==> config.mk <==
export PLATFORM = sky130hd
export DESIGN_NAME = clk_duty_div
export DESIGN_NICKNAME = d
export VERILOG_FILES = /design/src/rtl/clkdiv_pkg.sv /design/src/rtl/clkdiv_hi_sel.sv /design/src/rtl/clkdiv_phase_cnt.sv /design/src/rtl/clkdiv_shape.sv /design/src/rtl/clk_duty_div.sv
export SDC_FILE = /design/constraint.sdc
export NUM_CORES = 1
export LEC_CHECK = 0
export CORE_MARGIN = 5
export CORE_UTILIZATION = 45
export DETAILED_ROUTE_END_ITERATION = 8
export PLACE_DENSITY = 0.7
export SETUP_SLACK_MARGIN = 0.4
export SLEW_MARGIN = 10
export SYNTH_ARGS = -nofsm -noshare
export SYNTH_HDL_FRONTEND = slang
export SYNTH_SLANG_ARGS = --single-unit
==> constraint.sdc <==
create_clock -name clk_i -period 2.1 [get_ports clk_i]
set_input_delay 0.42 -clock clk_i [delete_from_list [all_inputs] [get_ports clk_i]]
set_output_delay 0.42 -clock clk_i [all_outputs]
set_load 0.01 [all_outputs]
==> src/rtl/clkdiv_pkg.sv <==
package clkdiv_pkg;
  typedef enum logic {
    PH_IDLE = 1'b0,
    PH_RUN  = 1'b1
  } phase_e;
endpackage

==> src/rtl/clkdiv_hi_sel.sv <==
module clkdiv_hi_sel #(
  parameter int unsigned DIV_W    = 8,
  parameter bit          HAS_HIGH = 1'b1
) (
  input  logic [DIV_W-1:0] div_i,
  input  logic [DIV_W-1:0] high_i,
  output logic [DIV_W-1:0] high_o
);
  generate
    if (HAS_HIGH) begin : g_prog
      wire unused_div = ^div_i;
      assign high_o = high_i;
    end else begin : g_half
      // no high-time field: near-half duty from the ratio
      wire unused_high = ^high_i;
      assign high_o = div_i >> 1;
    end
  endgenerate
endmodule

==> src/rtl/clkdiv_phase_cnt.sv <==
module clkdiv_phase_cnt
  import clkdiv_pkg::*;
#(
  parameter int unsigned DIV_W = 8
) (
  input  logic             clk_i,
  input  logic             rst_ni,
  input  logic             run_i,
  input  logic [DIV_W-1:0] per_i,
  output logic [DIV_W-1:0] cnt_o,
  output phase_e           st_o,
  output logic             start_o
);
  assign start_o = run_i && ((st_o == PH_IDLE) || (cnt_o == per_i));

  always_ff @(posedge clk_i or negedge rst_ni) begin
    if (!rst_ni) begin
      cnt_o <= '0;
      st_o  <= PH_IDLE;
    end else if (!run_i) begin
      cnt_o <= '0;
      st_o  <= PH_IDLE;
    end else if (start_o) begin
      cnt_o <= '0;
      st_o  <= PH_RUN;
    end else begin
      cnt_o <= cnt_o + 1'b1;
    end
  end
endmodule

==> src/rtl/clkdiv_shape.sv <==
module clkdiv_shape #(
  parameter int unsigned DIV_W = 8
) (
  input  logic             clk_i,
  input  logic             rst_ni,
  input  logic             run_i,
  input  logic             start_i,
  input  logic [DIV_W-1:0] div_i,
  input  logic [DIV_W-1:0] high_i,
  input  logic [DIV_W-1:0] cnt_i,
  output logic [DIV_W-1:0] per_o,
  output logic             clk_o
);
  logic [DIV_W-1:0] hi_q;
  logic [DIV_W:0]   nxt_cnt;

  assign nxt_cnt = {1'b0, cnt_i} + 1'b1;

  // both fields captured together, only at a period boundary
  always_ff @(posedge clk_i or negedge rst_ni) begin
    if (!rst_ni) begin
      per_o <= '0;
      hi_q  <= '0;
    end else if (start_i) begin
      per_o <= div_i;
      hi_q  <= high_i;
    end
  end

  always_ff @(posedge clk_i or negedge rst_ni) begin
    if (!rst_ni)      clk_o <= 1'b0;
    else if (!run_i)  clk_o <= 1'b0;
    else if (start_i) clk_o <= 1'b1;
    else              clk_o <= (nxt_cnt <= {1'b0, hi_q});
  end
endmodule

==> src/rtl/clk_duty_div.sv <==
module clk_duty_div
  import clkdiv_pkg::*;
#(
  parameter int unsigned DIV_W    = 8,
  parameter bit          HAS_HIGH = 1'b1
) (
  input  logic             clk_i,
  input  logic             rst_ni,
  input  logic [DIV_W-1:0] div_cfg_i,
  input  logic [DIV_W-1:0] high_cfg_i,
  output logic             clk_o,
  output logic             en_o
);
  logic             run;
  logic             start;
  logic [DIV_W-1:0] high_sel;
  logic [DIV_W-1:0] cnt_q;
  logic [DIV_W-1:0] per_q;
  phase_e           st_q;

  assign run  = |div_cfg_i;
  assign en_o = run;

  clkdiv_hi_sel #(.DIV_W(DIV_W), .HAS_HIGH(HAS_HIGH)) u_hi_sel (
    .div_i (div_cfg_i),
    .high_i(high_cfg_i),
    .high_o(high_sel)
  );

  clkdiv_phase_cnt #(.DIV_W(DIV_W)) u_cnt (
    .clk_i  (clk_i),
    .rst_ni (rst_ni),
    .run_i  (run),
    .per_i  (per_q),
    .cnt_o  (cnt_q),
    .st_o   (st_q),
    .start_o(start)
  );

  clkdiv_shape #(.DIV_W(DIV_W)) u_shape (
    .clk_i  (clk_i),
    .rst_ni (rst_ni),
    .run_i  (run),
    .start_i(start),
    .div_i  (div_cfg_i),
    .high_i (high_sel),
    .cnt_i  (cnt_q),
    .per_o  (per_q),
    .clk_o  (clk_o)
  );
endmodule

==> results.toml <==
[floorplan]
initial_utilization_pct = 45.8
num_rows = 22
core_area_sq_mm = 0.00363
die_h_microns = 70.8
ios = 20
die_w_microns = 70.8
die_area_sq_mm = 0.00501

[worst_setup_path]
end_kind = "flip-flop"
path_max_fanout = 4
r2r_start = "u_cnt.cnt_o[0]"
critPathKind = "flip-flop to flip-flop"
slowest_delay_ns = 0.46
crit_required_ns = 2.27
arrival_ns = 2.23
cpMostUsedCell = "o211ai_1"
reg2reg_slack_ns = 0.04
cp_slowest_cell = "dfrtp_2"
r2r_cells = 8
timing.rr.end = "u_shape.clk_o"
worstPathCellList = "ha_4, buf_4, xor2_1, ha_1, and4_1, o211ai_1, o211ai_1, a22o_1"
cp-start-kind = "flip-flop"

[synth]
yosys-top-cells-area = "dfrtp_1 39%, o211ai_2 12%, o211ai_1 8.6%, ha_1 6.8%, nand2_1 6.1%"
synth_area_leader_cell = "dfrtp_1"
yosysUniqueCellTypes = 28
synthMostInstantiatedCell = "nand2_1"
synthesis.area_sq_mm = 0.00166
synthCells = 168
synth_ff_type = "dfrtp_1"
syn_area_per_cell_sq_um = 9.91
yosysWarnings = 0
seq_area_frac_synth_pct = 39.1
synth_commonest_cells = "27 x nand2_1, 26 x dfrtp_1, 19 x o211ai_1, 17 x inv_1, 16 x o211ai_2"
synth_top_area_share_pct = 39.1
async_reset_ff_share_pct = 100
ys_seq_elements = 26
synth_fp_nets = 195
synth_edf_count = 0

[power]
p_per_area_mw_per_mm2 = 1020
peakVddDrop_mv = 0.466
total_power_mw = 2.42
p_leak_nw = 1.05

[timing]
fmax_mhz = 486
tightest_slew_ns = 0.470
fin_crit_sh_pct = 98.0
finalSetupViolations = 0
rsz0062_at_grt = "true"
fin_crit_ns = 2.06
clock_skew_ns = 0.000835
final_hold_viol_count = 0
fin_hold_ws_ns = 0.418
slew_viol_final = 0
setup_tns_ns = 0
finalWorstSetupSlack_ns = 0.0419
slew_headroom_pct = 68.7

[layout]
area_growth_pct = 43.1
drive_above_1_share_pct = 36.2
num_antenna_cells = 0
final.fill_count = 285
nNetsFinal = 241
finalInstanceArea_sq_mm = 0.00238

[global_route]
grt_usage_pct = 17.7
antenna_found_initial = 0
grt_max_degree = 27
grt_overflow = 0
grt_pass1_vias = 1445
grt_pass1_wl_microns = 7040

[place]
preCtsSetupSlack_ns = -0.250
place_hpwl_microns = 2690
portBuffers = 19
gp_congestion = 0.947
placed_area_sq_mm = 0.00200

[clocking]
clkTransAtPathRegs_ns = 0.09
numCtsBuffers = 3
root_buffer = "clkbuf_8"
cts_tree = "done"
clock_sinks = 26
clk_latency_ns = 0.28
htreeDepth = 1
ctsHoldBuffers = 0
clock_path_buffers = 2

[route]
wl_microns = 4480
wl_per_cell_microns = 17.2
drcViolationCount = 0
num_vias = 1449
vias_per_cell = 5.55
ant_nets = 0
drt_iter0_drc = 100
firstDrtPassIters = 4

[min_path]
min_from = "div_cfg_i[7]"
hold_depth = 3
hold_path.class = "primary input to flip-flop"
min_to = "u_shape.per_o[7]"

[outcome]
outcome = "finished clean"

[run]
drv_cap = 0
power by group:
group          switching [mW]  internal, mW
clock network           0.170         0.168
registers               0.143         0.630
logic                   0.596         0.711
flip-flops by register name, indices dropped and copies added (netlist names):
name / flops
u_cnt.cnt_o: 8
u_shape.hi_q: 8
u_shape.per_o: 8
u_cnt.st_o: 1
u_shape.clk_o: 1
worst max-delay path by stage:
stage,startpoint,to,slack (ns),cells past startpoint
3_5_place_dp,div_cfg_i[7],en_o,-0.25,5
6_report,u_cnt.cnt_o[0],u_shape.clk_o,0.04,8
4_1_cts,u_cnt.cnt_o[0],u_shape.clk_o,0.09,9
2_1_floorplan,u_cnt.cnt_o[0],u_shape.clk_o,0.19,9
5_1_grt,u_cnt.cnt_o[1],u_shape.clk_o,-0.04,8
3_3_place_gp,div_cfg_i[7],en_o,-0.22,5
per-stage QoR:
step	instances	utilization, %
after floorplan	168	-
after detailed placement	243	55.0
final	261	65.5
after global placement	243	55.0
after CTS	256	59.5
after global routing	261	65.5
timing repair:
action | CTS | global route
setup endpoints to repair | 21 | 20
resized for setup | 11 | 37
cloned | 2 | 1
pin swaps | 5 | 19
buffers inserted | 7 | 4
placed cells by master, fill, tap and decap left out, types with 3 or more instances in the layout:
master            n
and3_1            8
buf_4            21
buf_6             7
clkbuf_8          4
clkdlybuf4s50_1  10
dfrtp_1          25
dlymetal6s2s_1    6
ha_1              7
inv_1            16
nand2_1          26
o211ai_1         19
o211ai_2         16
o21a_4            3
xnor2_1           7
layout make-up:
type / instances / area [sq um] / share of cell area [%]
repair buffers: 48 / 462 / 19.4
inverters: 17 / 63.8 / 2.68
well taps: 48 / 60.1 / 2.52
clock buffers: 4 / 55.1 / 2.31
multi-input cells: 118 / 1090 / 45.7
flip-flops and latches: 26 / 652 / 27.4
cell families after synthesis:
kind of cell / after synthesis / synth area share, %
adder cells (fa/ha/maj): 9 / 6.77
AND/OR/NAND/NOR: 52 / 16.1
buffers and inverters: 26 / 6.92
XOR/XNOR: 14 / 7.37
flip-flops: 26 / 39.1
AO/OA/AOI/OAI: 41 / 23.8
routing by layer:
layer  global-route usage (%)  vias up  routed length [microns]
li1                         -      691                        -
met1                     23.5      708                     1880
met2                     29.1       41                     2300
met3                     2.56        9                      204
met4                     6.47        0                       97
met5                        0        -                        0
worst max-delay path: cells and delay by family, from the launching register on:
| family | cells | cell delay [ns] |
|---|---|---|
| flops | 1 | 0.46 |
| compound gates | 3 | 0.46 |
| fa+ha+maj | 2 | 0.47 |
| simple gates | 1 | 0.24 |
| xor+xnor | 1 | 0.19 |
| buf+inv | 1 | 0.14 |
Note: power is estimated with default switching activity, not from simulation.
